==> src/rtl/i2c_word_pkg.sv <==
package i2c_word_pkg;

    localparam int BITS_PER_BYTE = 8;

    typedef enum logic [3:0] {
        ST_IDLE,
        ST_ADDR,
        ST_ADDR_ACK,
        ST_WR_BYTE,
        ST_WR_ACK,
        ST_WR_HOLD,
        ST_RD_FETCH,
        ST_RD_BYTE,
        ST_RD_ACK,
        ST_IGNORE
    } port_state_e;

endpackage

==> src/rtl/i2c_line_sync.sv <==
module i2c_line_sync #(
    parameter int STAGES = 2
) (
    input  logic clk,
    input  logic rst_n,
    input  logic scl_i,
    input  logic sda_i,
    output logic scl_s,
    output logic sda_s,
    output logic scl_rise,
    output logic scl_fall,
    output logic start_det,
    output logic stop_det
);

    typedef struct packed {
        logic [STAGES-1:0] scl_pipe;
        logic [STAGES-1:0] sda_pipe;
        logic              scl_prev;
        logic              sda_prev;
    } sync_regs_t;

    sync_regs_t sync_d, sync_q;

    always_comb begin
        sync_d = sync_q;
        sync_d.scl_pipe[0] = scl_i;
        sync_d.sda_pipe[0] = sda_i;
        for (int i = 1; i < STAGES; i++) begin
            sync_d.scl_pipe[i] = sync_q.scl_pipe[i-1];
            sync_d.sda_pipe[i] = sync_q.sda_pipe[i-1];
        end
        sync_d.scl_prev = sync_q.scl_pipe[STAGES-1];
        sync_d.sda_prev = sync_q.sda_pipe[STAGES-1];
    end

    always_ff @(posedge clk or negedge rst_n) begin
        if (!rst_n) begin
            sync_q <= '1;
        end else begin
            sync_q <= sync_d;
        end
    end

    assign scl_s     = sync_q.scl_pipe[STAGES-1];
    assign sda_s     = sync_q.sda_pipe[STAGES-1];
    assign scl_rise  = scl_s & ~sync_q.scl_prev;
    assign scl_fall  = ~scl_s & sync_q.scl_prev;
    assign start_det = scl_s & sync_q.scl_prev & sync_q.sda_prev & ~sda_s;
    assign stop_det  = scl_s & sync_q.scl_prev & ~sync_q.sda_prev & sda_s;

endmodule

==> src/rtl/i2c_word_fsm.sv <==
module i2c_word_fsm
    import i2c_word_pkg::*;
#(
    parameter logic [6:0] SLAVE_ADDR = 7'h3C,
    parameter int         WORD_BYTES = 4
) (
    input  logic                          clk,
    input  logic                          rst_n,
    input  logic                          sda_s,
    input  logic                          scl_rise,
    input  logic                          scl_fall,
    input  logic                          start_det,
    input  logic                          stop_det,
    input  logic                          wr_ready,
    input  logic                          rd_ack,
    input  logic [WORD_BYTES*8-1:0]       rd_data,
    output port_state_e                   state,
    output logic [WORD_BYTES*8-1:0]       word_out,
    output logic                          sda_oe,
    output logic                          scl_oe
);

    localparam int WORD_W   = WORD_BYTES * BITS_PER_BYTE;
    localparam int IDX_W    = (WORD_BYTES > 1) ? $clog2(WORD_BYTES) : 1;
    localparam logic [IDX_W-1:0] LAST_IDX = IDX_W'(WORD_BYTES - 1);
    localparam logic [3:0] FULL_BYTE = 4'(BITS_PER_BYTE);

    typedef struct packed {
        port_state_e         state;
        logic [3:0]          bit_cnt;
        logic [IDX_W-1:0]    byte_idx;
        logic [WORD_W-1:0]   shreg;
        logic                rw;
        logic                nack;
        logic                sda_oe;
        logic                scl_oe;
    } fsm_regs_t;

    fsm_regs_t fsm_d, fsm_q;

    always_comb begin
        fsm_d = fsm_q;
        unique case (fsm_q.state)
            ST_ADDR: begin
                if (scl_rise && fsm_q.bit_cnt < FULL_BYTE) begin
                    fsm_d.shreg   = {fsm_q.shreg[WORD_W-2:0], sda_s};
                    fsm_d.bit_cnt = fsm_q.bit_cnt + 4'd1;
                end
                if (scl_fall && fsm_q.bit_cnt == FULL_BYTE) begin
                    fsm_d.rw = fsm_q.shreg[0];
                    if (fsm_q.shreg[7:1] == SLAVE_ADDR) begin
                        fsm_d.sda_oe = 1'b1;
                        fsm_d.state  = ST_ADDR_ACK;
                    end else begin
                        fsm_d.state  = ST_IGNORE;
                    end
                end
            end
            ST_ADDR_ACK: begin
                if (scl_fall) begin
                    fsm_d.sda_oe   = 1'b0;
                    fsm_d.bit_cnt  = '0;
                    fsm_d.byte_idx = '0;
                    if (fsm_q.rw) begin
                        fsm_d.scl_oe = 1'b1;
                        fsm_d.state  = ST_RD_FETCH;
                    end else begin
                        fsm_d.state  = ST_WR_BYTE;
                    end
                end
            end
            ST_WR_BYTE: begin
                if (scl_rise && fsm_q.bit_cnt < FULL_BYTE) begin
                    fsm_d.shreg   = {fsm_q.shreg[WORD_W-2:0], sda_s};
                    fsm_d.bit_cnt = fsm_q.bit_cnt + 4'd1;
                end
                if (scl_fall && fsm_q.bit_cnt == FULL_BYTE) begin
                    fsm_d.sda_oe = 1'b1;
                    fsm_d.state  = ST_WR_ACK;
                end
            end
            ST_WR_ACK: begin
                if (scl_fall) begin
                    fsm_d.sda_oe  = 1'b0;
                    fsm_d.bit_cnt = '0;
                    if (fsm_q.byte_idx == LAST_IDX) begin
                        fsm_d.scl_oe = 1'b1;
                        fsm_d.state  = ST_WR_HOLD;
                    end else begin
                        fsm_d.byte_idx = fsm_q.byte_idx + 1'b1;
                        fsm_d.state    = ST_WR_BYTE;
                    end
                end
            end
            ST_WR_HOLD: begin
                if (wr_ready) begin
                    fsm_d.scl_oe   = 1'b0;
                    fsm_d.byte_idx = '0;
                    fsm_d.bit_cnt  = '0;
                    fsm_d.state    = ST_WR_BYTE;
                end
            end
            ST_RD_FETCH: begin
                if (rd_ack) begin
                    fsm_d.shreg    = rd_data;
                    fsm_d.sda_oe   = ~rd_data[WORD_W-1];
                    fsm_d.scl_oe   = 1'b0;
                    fsm_d.bit_cnt  = '0;
                    fsm_d.byte_idx = '0;
                    fsm_d.state    = ST_RD_BYTE;
                end
            end
            ST_RD_BYTE: begin
                if (scl_rise) begin
                    fsm_d.bit_cnt = fsm_q.bit_cnt + 4'd1;
                end
                if (scl_fall) begin
                    fsm_d.shreg = {fsm_q.shreg[WORD_W-2:0], 1'b0};
                    if (fsm_q.bit_cnt == FULL_BYTE) begin
                        fsm_d.sda_oe = 1'b0;
                        fsm_d.nack   = 1'b0;
                        fsm_d.state  = ST_RD_ACK;
                    end else begin
                        fsm_d.sda_oe = ~fsm_q.shreg[WORD_W-2];
                    end
                end
            end
            ST_RD_ACK: begin
                if (scl_rise) begin
                    fsm_d.nack = sda_s;
                end
                if (scl_fall) begin
                    fsm_d.bit_cnt = '0;
                    if (fsm_q.nack) begin
                        fsm_d.state = ST_IGNORE;
                    end else if (fsm_q.byte_idx == LAST_IDX) begin
                        fsm_d.scl_oe = 1'b1;
                        fsm_d.state  = ST_RD_FETCH;
                    end else begin
                        fsm_d.byte_idx = fsm_q.byte_idx + 1'b1;
                        fsm_d.sda_oe   = ~fsm_q.shreg[WORD_W-1];
                        fsm_d.state    = ST_RD_BYTE;
                    end
                end
            end
            default: begin
            end
        endcase

        if (start_det) begin
            fsm_d.state   = ST_ADDR;
            fsm_d.bit_cnt = '0;
            fsm_d.sda_oe  = 1'b0;
            fsm_d.scl_oe  = 1'b0;
        end else if (stop_det) begin
            fsm_d.state   = ST_IDLE;
            fsm_d.bit_cnt = '0;
            fsm_d.sda_oe  = 1'b0;
            fsm_d.scl_oe  = 1'b0;
        end
    end

    always_ff @(posedge clk or negedge rst_n) begin
        if (!rst_n) begin
            fsm_q <= '{state: ST_IDLE, default: '0};
        end else begin
            fsm_q <= fsm_d;
        end
    end

    assign state    = fsm_q.state;
    assign word_out = fsm_q.shreg;
    assign sda_oe   = fsm_q.sda_oe;
    assign scl_oe   = fsm_q.scl_oe;

endmodule

==> src/rtl/i2c_word_slave.sv <==
module i2c_word_slave
    import i2c_word_pkg::*;
#(
    parameter logic [6:0] SLAVE_ADDR  = 7'h3C,
    parameter int         WORD_BYTES  = 4,
    parameter int         SYNC_STAGES = 2
) (
    input  logic                      clk,
    input  logic                      rst_n,
    input  logic                      scl_i,
    input  logic                      sda_i,
    output logic                      scl_oe,
    output logic                      sda_oe,
    output logic                      busy_n,
    output logic                      wr_valid,
    input  logic                      wr_ready,
    output logic [WORD_BYTES*8-1:0]   wr_data,
    output logic                      rd_req,
    input  logic                      rd_ack,
    input  logic [WORD_BYTES*8-1:0]   rd_data
);

    localparam int WORD_W = WORD_BYTES * BITS_PER_BYTE;

    logic        scl_s, sda_s, scl_rise, scl_fall, start_det, stop_det;
    port_state_e state;
    logic [WORD_W-1:0] word_out;

    i2c_line_sync #(.STAGES(SYNC_STAGES)) u_sync (
        .clk       (clk),
        .rst_n     (rst_n),
        .scl_i     (scl_i),
        .sda_i     (sda_i),
        .scl_s     (scl_s),
        .sda_s     (sda_s),
        .scl_rise  (scl_rise),
        .scl_fall  (scl_fall),
        .start_det (start_det),
        .stop_det  (stop_det)
    );

    i2c_word_fsm #(.SLAVE_ADDR(SLAVE_ADDR), .WORD_BYTES(WORD_BYTES)) u_fsm (
        .clk       (clk),
        .rst_n     (rst_n),
        .sda_s     (sda_s),
        .scl_rise  (scl_rise),
        .scl_fall  (scl_fall),
        .start_det (start_det),
        .stop_det  (stop_det),
        .wr_ready  (wr_ready),
        .rd_ack    (rd_ack),
        .rd_data   (rd_data),
        .state     (state),
        .word_out  (word_out),
        .sda_oe    (sda_oe),
        .scl_oe    (scl_oe)
    );

    assign wr_valid = (state == ST_WR_HOLD);
    assign rd_req   = (state == ST_RD_FETCH);
    assign busy_n   = ~(wr_valid | rd_req);
    assign wr_data  = word_out;

endmodule

==> config.mk <==
export PLATFORM = sky130hd
export DESIGN_NAME = i2c_word_slave
export DESIGN_NICKNAME = d
export VERILOG_FILES = /design/src/rtl/i2c_word_pkg.sv /design/src/rtl/i2c_line_sync.sv /design/src/rtl/i2c_word_fsm.sv /design/src/rtl/i2c_word_slave.sv
export SDC_FILE = /design/constraint.sdc
export NUM_CORES = 1
export LEC_CHECK = 0
export ABC_CLOCK_PERIOD_IN_PS = 3960
export BUFFER_PORTS_ARGS = -buffer_cell sky130_fd_sc_hd__buf_2
export CORE_MARGIN = 1
export CORE_UTILIZATION = 30
export CTS_CLUSTER_DIAMETER = 150
export DETAILED_ROUTE_END_ITERATION = 12
export PLACE_DENSITY_LB_ADDON = 0.12
export SLEW_MARGIN = 25
export SYNTH_ARGS = -nofsm -noshare
export SYNTH_HDL_FRONTEND = slang
export SYNTH_HIERARCHICAL = 1
export SYNTH_SLANG_ARGS = --single-unit
==> constraint.sdc <==
create_clock -name clk -period 3.96 [get_ports clk]
set_clock_uncertainty 0.05 [all_clocks]
set_input_delay 1.188 -clock clk [delete_from_list [all_inputs] [get_ports clk]]
set_output_delay 1.188 -clock clk [all_outputs]
set_load 0.005 [all_outputs]
# After elaboration in Yosys (flattened, before gate mapping)
# Index checks and enable logic that the tools add are counted.
[classes] add_sub_neg=2 order_cmp=1 n_eq_ne=35 muxes=46 n_bitwise=16 reduce_logical=17
[op_table] operator="case mux 32 bit (3 select lines)" count=1
[op_table] operator="2-to-1 mux 32 bit" count=2
[op_table] operator="case mux 8 bit (8 select lines)" count=1
[op_table] operator="2-to-1 mux 42 bit" count=1
[op_table] operator="2-to-1 mux 10 bit" count=4
[op_table] operator="inequality test 4 x 3 -> 1 bit (second input constant)" count=10
[op_table] operator="2-to-1 mux 4 bit" count=8
[op_table] operator="2-to-1 mux 2 bit" count=10
[op_table] operator="inequality test 2 x 1 -> 1 bit (second input constant)" count=9
[op_table] operator="== test 4 x 3 -> 1 bit (second input constant)" count=4
[op_table] operator="2-to-1 mux 8 bit" count=2
[op_table] operator="AND reduction 7 bit" count=2
[op_table] operator="2-to-1 mux 1 bit" count=11
[op_table] operator="AND reduction 11 bit" count=1
[op_table] operator="case mux 2 bit (5 select lines)" count=1
[op_table] operator="AND reduction 10 bit" count=1
[op_table] operator="nonzero test 10 bit" count=1
[op_table] operator="nonzero test 9 bit" count=1
[op_table] operator="== test 4 x 2 -> 1 bit (second input constant)" count=2
[op_table] operator="== test 4 bit (second input constant)" count=2
[op_table] operator="inequality test 4 x 1 -> 1 bit (second input constant)" count=2
[op_table] operator="inequality test 4 bit (second input constant)" count=2
[op_table] operator="inverter 1 bit" count=8
[op_table] operator="AND reduction 4 bit" count=2
[op_table] operator="other kinds (21)" count=29
[word_totals] register_bits=52 input_bits=38 out_inout_bits=37 elab_cells=129

# Logic depth before layout (Yosys ltp)
[depth] ltp_word=7 mapped_depth=8 ltp_nobuf=7

# Hierarchy
# Netlist, hierarchy kept.
[modules_own_cells] module="i2c_word_fsm" instances=1 cells_each=356 area_each_um2=3189.3 seq_area_each_um2=1151.1
[modules_own_cells] module="i2c_line_sync" instances=1 cells_each=10 area_each_um2=190.2 seq_area_each_um2=157.7
[modules_own_cells] module="i2c_word_slave" instances=1 cells_each=4 area_each_um2=41.3 seq_area_each_um2=0.0

# Least setup slack after synthesis
# OpenSTA, ideal clock, no wires.
[synth_timing] path_type="input to register" from="in rd_ack" to="reg u_fsm.fsm_q, in the netlist u_fsm/state[0]" setup_ns=0.126 t_arrival_ns=2.192 required_ns=3.784 setup_slack_ns=1.592 stages=5 path_buffers=0 path_cell_list="nor4bb_1 > a211oi_4 > o311ai_4 > nor3_1 > a311o_1"
[synth_via] elab_chain_cells=2
[synth_rtl] item="start: declaration" line_no="i2c_word_slave.sv:19" source="input logic rd_ack,"
[synth_rtl] item="inequality test 4 x 1 -> 1 bit (no line)"
[synth_rtl] item="AND reduction 10 bit (no line)"
[synth_rtl] item="end signal: assignment" line_no="i2c_word_fsm.sv:167" source="fsm_q <= fsm_d;"
[synth_rtl] item="end: declaration" line_no="i2c_word_fsm.sv:39" source="fsm_regs_t fsm_d, fsm_q;"
# Every way passes these cells.
# A chain may end at the register's enable or synchronous reset.

# Worst setup path in the final report
[layout_timing] from="reg u_fsm.fsm_q, in the netlist u_fsm/state[1]" to="out busy_n"
[layout_via] elab_chain_cells=3
[layout_rtl] item="== test 4 x 3 -> 1 bit (on tied branches)" line_no="i2c_word_slave.sv:59, i2c_word_slave.sv:60"
[layout_rtl] item="bitwise OR 1 bit (*)" line_no="i2c_word_slave.sv:61" source="assign busy_n = ~(wr_valid | rd_req);"
[layout_rtl] item="inverter 1 bit (*)" line_no="i2c_word_slave.sv:61"
[layout_rtl] item="end: declaration" line_no="i2c_word_slave.sv:14" source="output logic busy_n,"
# Mark *: on every way between the ends. The rest lies on a longest branch, timed or not.

==> flow_summary.toml <==
[outcome]
outcome = "finished clean"

[timing]
fmax_mhz = 362.6
layout_setup_ws_ps = 1202
fin_crit_ps = 2758
final_max_slew_viol_count = 0
hold_ws_ps = 310.7
setup_viol = 0
fin_setup_tns_ps = 0
rsz0062_at_grt = "false"
worstMarginPinSlew_ps = 713.0
hold_viol = 0
fin_crit_sh = 0.6964
max_slew_margin = 0.5229

[final_layout]
fillers = 1139
drive_above_1_share = 0.2818
utilization = 0.3487
multi_input_area_sq_um = 1708
finalNetCount = 441
area_delta_synth_final_pct = 11.96
n_antenna_cell = 0
seqCellArea_sq_um = 1309
stdcell_area_sq_um = 3830

[worst_setup_path]
cp-end-kind = "output pin"
slowest_stage = "dfrtp_1"
rr_endpoint = "u_fsm/sda_oe$_DFFE_PN0P_"
r2r-start = "u_fsm/state[0]$_DFFE_PN0P_"
crit_family = "flip-flops"
slowest_delay_ps = 800
critPathRequiredTime_ps = 2720
r2r_setup_slack_ps = 1360
critical_path_class = "register to output pin"
startpoint_type = "register"
crit_fanout = 21
cp_cell_sequence = "xor2_1 > nand3b_1 > buf_2"
path_buf_inv = 1
reg2reg_depth = 6
arrival_ps = 1520

[synthesis]
synth_async_sr_flop_share = 1.000
synth.distinct_cells = 62
yosysSeqAreaShare = 0.3826
synth_area_sq_um = 3421
synth_nets = 411
syn_area_per_cell_sq_um = 9.245
synth_edf_count = 0
ys.flop_type = "dfrtp_1"
synth-seq-cells = 52
syn_inst = 370
yosys_warnings = 6

[power]
p_leak_uw = 0.001516
p_comb_frac = 0.510
switching_share = 0.4304
p_sw_uw = 1267
power.density_nw_per_um2 = 768.5
pwr-share-clk = 0.147
p_seq_frac = 0.343
p_int_uw = 1676
ir_drop_mv = 0.2493

[drt]
wirelength_um = 8358
via_per_inst = 5.041
drc_errors = 0
vias = 2727
first_pass_iters = 4
drt-wirelength-per-cell_um = 15.45
final_antenna_net_count = 0
drtIter0Drc = 198

[cts]
cts.sinks = 52
cts_root_buf = "clkbuf_16"
htree_levels = 2
cts_hold_buffers = 0
post_cts_buffers = 0
cts_tree = "done"
cts_buffer_depth = 2
numCtsBuffers = 5
path_clk_slew_ps = 70
clk_latency_ps = 290
cts_resized = 0

[hold_path]
worstHoldStart = "u_sync/sync_d[5]$_DFF_PN1_"
hold_depth = 0
hold_class = "register to register"
holdPathEnd = "u_sync/scl_s$_DFF_PN1_"

[global_route]
overflow = 0
grt.met3_usage = 0.03347
first_global_vias = 2646
grt_pass1_wl_um = 13790
grt_util_all_layers = 0.1514
busiest_layer = "met2"
grt_max_degree = 39
gr-usage-met1 = 0.2196
grt_antenna_before_repair = 0
grt_use_met2 = 0.2211

[floorplanning]
coreArea_sq_um = 10980
num_io_pins = 75
dieArea_sq_um = 11830
rows = 38
initial_core_util = 0.3115
die_h_um = 108.8
die_x_um = 108.8

[placed_design]
portBuffers = 74
place_area_sq_um = 3687
gp_congestion = 0.7909
dp_hpwl_um = 6075
dp_slack_ps = 1334

[job]
drv_cap = 0
[power groups by stage]
stage	Sequential [uW]	Clock [uW]	Combinational [uW]
global route	1060	479	1680
floorplan	881	0	1390
finish	1010	433	1500
CTS	1020	457	1500
detailed placement	1020	0	1500
global placement	1020	0	1500
[cells by family after synthesis]
logic type,share of synthesized area
AO/OA/AOI/OAI,0.1990
XOR/XNOR,0.007682
adder cells (fa/ha/maj),0.01097
buffers and inverters,0.1247
flip-flops,0.3826
multiplexers,0.1035
AND/OR/NAND/NOR,0.1715
[routing by layer]
metal	vias to the layer above	share of wire	wire [um]
met2	72	0.44	3638
met3	12	0.050	414
met1	1285	0.50	4192
met4	0	0.013	112
li1	1358	-	-
met5	-	0	0
[per-stage QoR]
| step | total power [uW] | cells |
|---|---|---|
| finish | 2943 | 541 |
| global route | 3225 | 541 |
| CTS | 2977 | 541 |
| detailed placement | 2523 | 533 |
| global placement | 2520 | 533 |
| floorplan | 2267 | 370 |
[sequential cells by signal (all words and copies together) (netlist names)]
signal	count
u_sync/sync_q	2
u_fsm/word_out	32
u_fsm/fsm_q	8
u_sync/scl_s	1
u_fsm/state	4
u_sync/sda_s	1
u_fsm/sda_oe	1
u_sync/sync_d	2
u_fsm/scl_oe	1
[cell usage in the layout (no fill, tap or decap), types with 4 or more instances in the layout]
| cell | instances |
|---|---|
| nor3_1 | 7 |
| nor3b_1 | 7 |
| nor2b_1 | 7 |
| buf_2 | 74 |
| inv_1 | 10 |
| dfrtp_1 | 46 |
| or3_1 | 5 |
| mux2i_1 | 32 |
| nor2_1 | 47 |
| buf_4 | 9 |
| clkbuf_16 | 5 |
| a21oi_1 | 45 |
| o21ai_0 | 10 |
| o21a_1 | 4 |
| o211ai_1 | 6 |
| dfstp_2 | 6 |
| a31oi_1 | 4 |
| nand2_1 | 10 |
| and4b_1 | 4 |
[cell type report]
type | count | share of cell area
Multi-Input combinational cell | 247 | 0.4459
Clock inverter | 2 | 0.003594
Inverter | 10 | 0.009801
Sequential cell | 52 | 0.3417
Clock buffer | 6 | 0.03365
Tap cell | 140 | 0.04574
Timing Repair Buffer | 84 | 0.1196
[synthesized netlist by cell type, types with 2 or more instances]
| cell | count | area [sq um] |
|---|---|---|
| nand2_1 | 10 | 37.54 |
| or4b_1 | 2 | 20.02 |
| nand4_1 | 2 | 12.51 |
| mux2_2 | 3 | 33.78 |
| nor3b_1 | 7 | 52.55 |
| o21bai_1 | 2 | 15.01 |
| or3_1 | 5 | 31.28 |
| nor3_1 | 7 | 35.03 |
| a21oi_1 | 45 | 225.2 |
| dfstp_2 | 6 | 157.7 |
| a2bb2oi_1 | 2 | 17.52 |
| nand3_1 | 2 | 10.01 |
| mux2i_1 | 32 | 320.3 |
| a31oi_1 | 4 | 25.02 |
| nor2b_1 | 7 | 43.79 |
| o21a_1 | 4 | 30.03 |
| xnor2_1 | 2 | 17.52 |
| o211ai_1 | 6 | 45.04 |
| dfrtp_1 | 46 | 1151 |
| ha_1 | 3 | 37.54 |
| nor2_1 | 47 | 176.4 |
| o31ai_1 | 2 | 15.01 |
| and4b_1 | 4 | 40.04 |
| o32ai_1 | 2 | 17.52 |
| inv_1 | 10 | 37.54 |
| nor4bb_1 | 2 | 20.02 |
| and4bb_2 | 2 | 25.02 |
| o21ai_0 | 10 | 50.05 |
| buf_4 | 38 | 285.3 |
| clkbuf_1 | 8 | 30.03 |
| o22ai_1 | 2 | 12.51 |
| buf_2 | 14 | 70.07 |
| nand2b_1 | 3 | 18.77 |
[how the worst max path moves through the flow]
| stage | start | to | slack [ps] | depth (start not counted) |
|---|---|---|---|---|
| after global routing | u_fsm/state[0]$_DFFE_PN0P_ | u_fsm/sda_oe$_DFFE_PN0P_ | 1090 | 6 |
| after global placement | rd_ack | u_fsm/fsm_q[41]$_DFFE_PN0P_ | 1360 | 6 |
| final | u_fsm/state[1]$_DFFE_PN0P_ | busy_n | 1200 | 3 |
| after CTS | u_fsm/state[1]$_DFFE_PN0P_ | busy_n | 1180 | 3 |
| after detailed placement | rd_ack | u_fsm/fsm_q[41]$_DFFE_PN0P_ | 1330 | 6 |
| after floorplan | rd_ack | u_fsm/state[0]$_DFFE_PN0P_ | 1590 | 5 |
[worst reg2reg max path, cell delays in order, from the launching register on]
cell       delay [ps]
dfrtp_1           620
buf_4             310
nor4bb_4          300
buf_4             510
a2111oi_0         150
nor4_1            390
mux2i_1           220
(Power assumes the default switching activity.)
